`config.mk`:
```
export PLATFORM = sky130hd
export DESIGN_NAME = addsub_mag
export DESIGN_NICKNAME = d
export VERILOG_FILES = /design/src/rtl/addsub_pkg.sv /design/src/rtl/addsub_xor_row.sv /design/src/rtl/addsub_ripple.sv /design/src/rtl/addsub_negate.sv /design/src/rtl/addsub_mag.sv
export SDC_FILE = /design/constraint.sdc
export NUM_CORES = 1
export LEC_CHECK = 0
export ABC_AREA = 1
export BUFFER_PORTS_ARGS = -buffer_cell sky130_fd_sc_hd__buf_4
export CAP_MARGIN = 0
export CELL_PAD_IN_SITES_DETAIL_PLACEMENT = 1
export CELL_PAD_IN_SITES_GLOBAL_PLACEMENT = 1
export CORE_AREA = 2 2 39 41
export DETAILED_ROUTE_END_ITERATION = 12
export DIE_AREA = 0 0 41 43
export PLACE_DENSITY_LB_ADDON = 0.1
export RECOVER_POWER = 50
export SLEW_MARGIN = 0
export SYNTH_ARGS = -nofsm -noshare
export SYNTH_HDL_FRONTEND = slang
export SYNTH_SLANG_ARGS = --single-unit
export TNS_END_PERCENT = 5
```
`constraint.sdc`:
```
create_clock -name vclk -period 4.6
set_input_delay 0.92 -clock vclk [all_inputs]
set_output_delay 0.92 -clock vclk [all_outputs]
set_load 0.01 [all_outputs]
```
`src/rtl/addsub_pkg.sv`:
```
package addsub_pkg;
  typedef enum logic {
    OP_ADD = 1'b0,
    OP_SUB = 1'b1
  } addsub_op_e;
endpackage

```
`src/rtl/addsub_xor_row.sv`:
```
module addsub_xor_row #(
  parameter int WIDTH = 4
) (
  input  logic [WIDTH-1:0] d_i,
  input  logic             inv_i,
  output logic [WIDTH-1:0] q_o
);
  // one programmable inverter per bit
  for (genvar i = 0; i < WIDTH; i++) begin : g_bit
    assign q_o[i] = d_i[i] ^ inv_i;
  end
endmodule

```
`src/rtl/addsub_ripple.sv`:
```
module addsub_ripple #(
  parameter int WIDTH = 4
) (
  input  logic [WIDTH-1:0] a_i,
  input  logic [WIDTH-1:0] b_i,
  input  logic             ci_i,
  output logic [WIDTH-1:0] s_o,
  output logic             co_o,
  output logic             c_msb_o
);
  logic [WIDTH:0] c;
  assign c[0] = ci_i;

  for (genvar i = 0; i < WIDTH; i++) begin : g_fa
    assign s_o[i]   = a_i[i] ^ b_i[i] ^ c[i];
    assign c[i+1]   = (a_i[i] & b_i[i]) | (c[i] & (a_i[i] ^ b_i[i]));
  end

  assign co_o    = c[WIDTH];
  assign c_msb_o = c[WIDTH-1];

  always_comb begin
    a_r1_sum_word: assert ({co_o, s_o} == ({1'b0, a_i} + {1'b0, b_i} + {{WIDTH{1'b0}}, ci_i}))
      else $error("ripple sum mismatch");
  end
endmodule

```
`src/rtl/addsub_negate.sv`:
```
module addsub_negate #(
  parameter int WIDTH = 4
) (
  input  logic [WIDTH-1:0] x_i,
  output logic [WIDTH-1:0] y_o
);
  // invert, then increment through a half-adder chain
  logic [WIDTH-1:0] inv;
  logic [WIDTH:0]   c;
  assign inv  = ~x_i;
  assign c[0] = 1'b1;

  for (genvar i = 0; i < WIDTH; i++) begin : g_ha
    assign y_o[i]   = inv[i] ^ c[i];
    assign c[i+1]   = inv[i] & c[i];
  end

  always_comb begin
    a_r3_negate_sum: assert (WIDTH'(x_i + y_o) == '0)
      else $error("negate stage does not cancel its input");
  end
endmodule

```
`src/rtl/addsub_mag.sv`:
```
module addsub_mag
  import addsub_pkg::*;
#(
  parameter int WIDTH = 4
) (
  input  logic [WIDTH-1:0] a_i,
  input  logic [WIDTH-1:0] b_i,
  input  logic             sub_i,
  output logic [WIDTH-1:0] res_o,
  output logic             carry_o,
  output logic             neg_o,
  output logic             ovf_o
);
  localparam int MSB = WIDTH - 1;

  addsub_op_e       op;
  logic [WIDTH-1:0] b_x;
  logic [WIDTH-1:0] raw;
  logic [WIDTH-1:0] mag;
  logic             c_out;
  logic             c_msb;
  logic             borrow;

  assign op = addsub_op_e'(sub_i);

  addsub_xor_row #(.WIDTH(WIDTH)) i_xor_row (
    .d_i   (b_i),
    .inv_i (sub_i),
    .q_o   (b_x)
  );

  addsub_ripple #(.WIDTH(WIDTH)) i_ripple (
    .a_i     (a_i),
    .b_i     (b_x),
    .ci_i    (sub_i),
    .s_o     (raw),
    .co_o    (c_out),
    .c_msb_o (c_msb)
  );

  addsub_negate #(.WIDTH(WIDTH)) i_negate (
    .x_i (raw),
    .y_o (mag)
  );

  // no end carry in subtract mode: subtrahend was larger
  assign borrow  = (op == OP_SUB) && !c_out;
  assign res_o   = borrow ? mag : raw;
  assign carry_o = c_out;
  assign neg_o   = borrow && (res_o != '0);
  assign ovf_o   = c_out ^ c_msb;

  always_comb begin
    if (op == OP_ADD) begin
      a_r5_no_neg_in_add: assert (!neg_o) else $error("negative flag in add mode");
    end
    if (res_o == '0) begin
      a_r6_zero_not_neg: assert (!neg_o) else $error("zero result flagged negative");
    end
    if (op == OP_SUB && !neg_o) begin
      a_r2_no_borrow: assert (carry_o && res_o == WIDTH'(a_i - b_i))
        else $error("non-negative difference wrong");
    end
    a_r4_signed_ovf: assert (ovf_o == ((a_i[MSB] == b_x[MSB]) && (raw[MSB] != a_i[MSB])))
      else $error("signed overflow flag wrong");
  end
endmodule

```
* After elaboration in Yosys (flattened, before gate mapping)
Index checks and enable logic that the tools add are counted.
Widths: inputs -> output; s select.
** Word-level totals
- Register bits :: 0
- Bits of input ports :: 9
** Operators by class
- Multiplexer cells :: 1
- Reductions and logical operators :: 4
- Bitwise gates (word level) :: 32
** Operators by type and width (number)
- $xor 1x1->1 :: 16
- $and 1x1->1 :: 10
- $mux 4 :: 1
- $not 4->4 :: 1
- $or 1x1->1 :: 4
- $reduce_bool 4->1 :: 1
- $logic_and 1x1->1 :: 2
- $logic_not 1->1 :: 1
- $not 1->1 :: 1

* Longest topological paths before layout
- Depth in word-level cells :: 16
- Mapped depth :: 12
- Depth with buffers taken out :: 11

* By module
From an unflattened synthesis, not the netlist that was laid out.
** Second synthesis, totals
- Cell total of the unflattened synthesis :: 69
- Area total of the unflattened synthesis :: 362.8 um^2
** Modules (own cells, without submodules)
- addsub_mag :: cells an instance 29, seq. area each 0.0 um^2, times used 1, area an instance 126.4 um^2
- addsub_ripple :: cells an instance 12, seq. area each 0.0 um^2, times used 1, area an instance 110.1 um^2
- addsub_xor_row :: cells an instance 17, seq. area each 0.0 um^2, times used 1, area an instance 63.8 um^2
- addsub_negate :: cells an instance 11, seq. area each 0.0 um^2, times used 1, area an instance 62.6 um^2

* Worst setup path after synthesis
No wires, ideal clock.
- Path kind :: input -> output
- Start :: in sub_i
- End :: out neg_o
- Required time :: 3680 ps
- Cell stages on the path :: 11
- Path buffers :: 1
- Arrival time :: 2977 ps
- Setup slack :: 703 ps
- Cells stage by stage :: buf_4 -> mux2_2 -> fa_1 -> fa_1 -> inv_1 -> fa_1 -> inv_1 -> nand2_1 -> nand3_1 -> nor2_1 -> nor2_1
** On the way
- Longest elaborated chain between the ends :: 15
- Elaborated cells between the ends (all ways) :: 36
- Classes of those cells :: mux: 1; bitwise: 31; reduce/logical: 4
** RTL lines
- start: declaration :: RTL line addsub_mag.sv:8 : input logic sub_i,
- $xor 1x1->1 :: RTL line addsub_xor_row.sv:10 : assign q_o[i] = d_i[i] ^ inv_i;
- $xor 1x1->1 :: RTL line addsub_ripple.sv:15, addsub_ripple.sv:16
- $and 1x1->1 :: RTL line addsub_ripple.sv:16 : assign c[i+1] = (a_i[i] & b_i[i]) | (c[i] & (a_i[i] ^ b_i[i]));
- $or 1x1->1 :: RTL line addsub_ripple.sv:16
- $and 1x1->1 :: RTL line addsub_ripple.sv:16
- $or 1x1->1 :: RTL line addsub_ripple.sv:16
- $and 1x1->1 :: RTL line addsub_ripple.sv:16
- $or 1x1->1 :: RTL line addsub_ripple.sv:16
- $and 1x1->1 :: RTL line addsub_ripple.sv:16
- $or 1x1->1 :: RTL line addsub_ripple.sv:16
- $logic_not 1->1 :: RTL line addsub_mag.sv:47 : assign borrow = (op == OP_SUB) && !c_out;
- $logic_and 1x1->1 :: RTL line addsub_mag.sv:47
- $mux 4 :: RTL line addsub_mag.sv:48 : assign res_o = borrow ? mag : raw;
- $reduce_bool 4->1 :: RTL line addsub_mag.sv:50 : assign neg_o = borrow && (res_o != '0);
- $logic_and 1x1->1 (*) :: RTL line addsub_mag.sv:50
- end: declaration :: RTL line addsub_mag.sv:11 : output logic neg_o,
Every way passes the cells marked *; elsewhere a longest branch is shown, timed or not.

* Worst setup path in the final report
- Start :: in b_i[0]
- End :: out neg_o
** On the way
- Longest elaborated chain between the ends :: 15
- Elaborated cells between the ends (all ways) :: 27
- Classes of those cells :: mux: 1; bitwise: 22; reduce/logical: 4
** RTL lines
- start: declaration :: RTL line addsub_mag.sv:7 : input logic [WIDTH-1:0] b_i,
- $xor 1x1->1 (*) :: RTL line addsub_xor_row.sv:10
- $xor 1x1->1 :: RTL line addsub_ripple.sv:15, addsub_ripple.sv:16
- $and 1x1->1 :: RTL line addsub_ripple.sv:16
- $or 1x1->1 :: RTL line addsub_ripple.sv:16
- $and 1x1->1 :: RTL line addsub_ripple.sv:16
- $or 1x1->1 :: RTL line addsub_ripple.sv:16
- $and 1x1->1 :: RTL line addsub_ripple.sv:16
- $or 1x1->1 :: RTL line addsub_ripple.sv:16
- $and 1x1->1 :: RTL line addsub_ripple.sv:16
- $or 1x1->1 :: RTL line addsub_ripple.sv:16
- $logic_not 1->1 :: RTL line addsub_mag.sv:47
- $logic_and 1x1->1 :: RTL line addsub_mag.sv:47
- $mux 4 :: RTL line addsub_mag.sv:48
- $reduce_bool 4->1 :: RTL line addsub_mag.sv:50
- $logic_and 1x1->1 (*) :: RTL line addsub_mag.sv:50
Marks and branches as above.

==> impl_metrics.yaml <==
grt:
  grt_pass1_wl_mm: 1.02
  first_global_vias: 276
  grt_antenna_before_repair: 0
  grt-ovfl-total: 0
  grt_max_degree: 9
  grt_usage_pct: 7.83
floorplanning:
  ios: 16
  fp.dieH_um: 43
  die_x_um: 41
  dieArea_um2: 1760
  start_util_pct: 19.8
  core_area_um2: 1380
  core.rowCount: 14
finish:
  n_clock_buffer: 0
  fill_cells: 176
  final_area_um2: 384
  seq_cells: 0
  fin_nets: 68
  n_antenna_cell: 0
  synthToLayoutAreaGrowth_pct: 40.2
  finish.utilization_pct: 27.8
  regArea_um2: 0
  layout-drive-gt1-share_pct: 34.6
cts:
  ctsHoldBuffers: 0
  post-cts-setup-buffers: 0
  post_cts_resized: 0
routing:
  vias_per_cell: 4.01
  wire_per_inst_um: 8.25
  antenna_left: 0
  finalWirelength_um: 561
  initialDrtViolationCount: 0
  drc: 0
  via_count: 273
  drtPass1Iterations: 1
timing:
  timing.fmax_mhz: 247
  slew_headroom_pct: 81.0
  fin_hold_ws_ns: 2.20
  fin_tns_setup_ns: 0
  worst_pin_slew_ns: 0.283
  rsz0062_at_grt: "false"
  min_period_over_period_pct: 88.0
  setup_viol_count_final: 0
  hold_viol_final: 0
  drv_slew: 0
  period_needed_ns: 4.05
placed_design:
  place_area_um2: 407
  io_buffers: 16
  gp_congestion: 0.608
  hpwlAfterDp_um: 548
synthesis:
  synth.area.top_cells: "fa_1, inv_1, xnor2_4"
  ys_warn_count: 0
  synth.avg_cell_area_um2: 7.41
  synth_cells: 37
  ys_types: 14
  syn_area_um2: 274
  synth_seq_area_share_pct: 0
  synth_fp_nets: 51
  yosysTopAreaCell: "fa_1"
  netlist.area_leader.share_pct: 21.9
power_and_ir_drop:
  p_leak_nw: 0.219
  vdd_ir_drop_max_mv: 0.0524
  power_density_nw_per_um2: 218
min_path:
  hp-class: "in2out"
critical_path:
  crit_arrival_ns: 3.13
  startpoint: "b_i[0]"
  crit_path_end: "neg_o"
  path_class: "in2out"
  cp-end-kind: "primary output"
  cp-start-kind: "input port"
  worstPathRequired_ns: 3.68
  worst-path-max-fanout: 6
outcome:
  outcome: "completed"
run:
  drv_cap: 0
## critical path: stages
cell and delay, ns:
buf_4 0.09, mux2_2 0.33, fa_1 0.38, fa_1 0.41
inv_1 0.09, fa_1 0.30, nand2_2 0.12, o21ai_2 0.15
nand2_1 0.06, nor2_1 0.10, nor2_1 0.04, buf_4 0.13
## cells in the final DEF (no fill, tap or decap)
master    Yosys  final
buf_4         1     15
clkbuf_1      0      1
fa_1          3      3
ha_1          2      2
inv_1        11     11
mux2_2        1      1
nand2_1       6      6
nand2_2       1      1
nand3_1       3      3
nand4_1       1      1
nor2_1        2      2
o21ai_2       1      1
xnor2_1       2      3
xor2_1        2      2
## final cells by class
class / instances / area, µm² / share of cell area (%)
Inverter: 11 / 41.3 / 10.7
Timing Repair Buffer: 16 / 116 / 30.3
Tap cell: 16 / 20.0 / 5.21
Multi-Input combinational cell: 25 / 206 / 53.7
## through the flow
| step | std cells | worst slack (ns) | power, mW |
|---|---|---|---|
| 2_1_floorplan | 37 | 0.703 | 0.0545 |
| 3_5_place_dp | 68 | 0.476 | 0.0912 |
| 3_3_place_gp | 68 | 0.524 | 0.0887 |
| 4_1_cts | 68 | 0.477 | 0.0914 |
| 6_report | 68 | 0.550 | 0.0837 |
| 5_1_grt | 68 | 0.344 | 0.0956 |
## layer usage
metal  part of all wire [%]  routed length (µm)  vias up  global-route usage, %
li1                       -                   -      139                      -
met1                     34                 190      124                   9.32
met2                     59                 333       10                   15.3
met3                    6.4                  36        0                      0
met4                      0                   0        0                      0
met5                      0                   0        -                      0
## kinds of logic after synthesis
kind of cell / Yosys count / share of synthesized area [%]
buffers and inverters: 12 / 17.8
multiplexers: 1 / 4.11
adder cells (fa/ha/maj): 5 / 31.0
AND/OR/NAND/NOR: 13 / 21.0
AO/OA/AOI/OAI: 1 / 3.20
XOR/XNOR: 5 / 22.8
## worst min-delay path by stage
stage,from,to,cells after the start
after floorplan,b_i[0],res_o[0],2
after global placement,b_i[0],res_o[0],4
after detailed placement,b_i[0],res_o[0],4
after CTS,b_i[0],res_o[0],4
after global routing,b_i[0],res_o[0],4
final,b_i[0],res_o[0],4
## power by group
group          internal, mW  switching (mW)  total, mW
Clock                     0               0          0
Combinational        0.0405          0.0432     0.0837
Sequential                0               0          0
Total                0.0405          0.0432     0.0837
## Yosys cell counts
library cell	n
inv_1	11
nand2_1	6
fa_1	3
nand3_1	3
ha_1	2
nor2_1	2
xnor2_1	2
xor2_1	2
buf_4	1
mux2_2	1
nand2_2	1
nand4_1	1
o21ai_2	1
xnor2_4	1
Power figures use the tool's default switching activity.
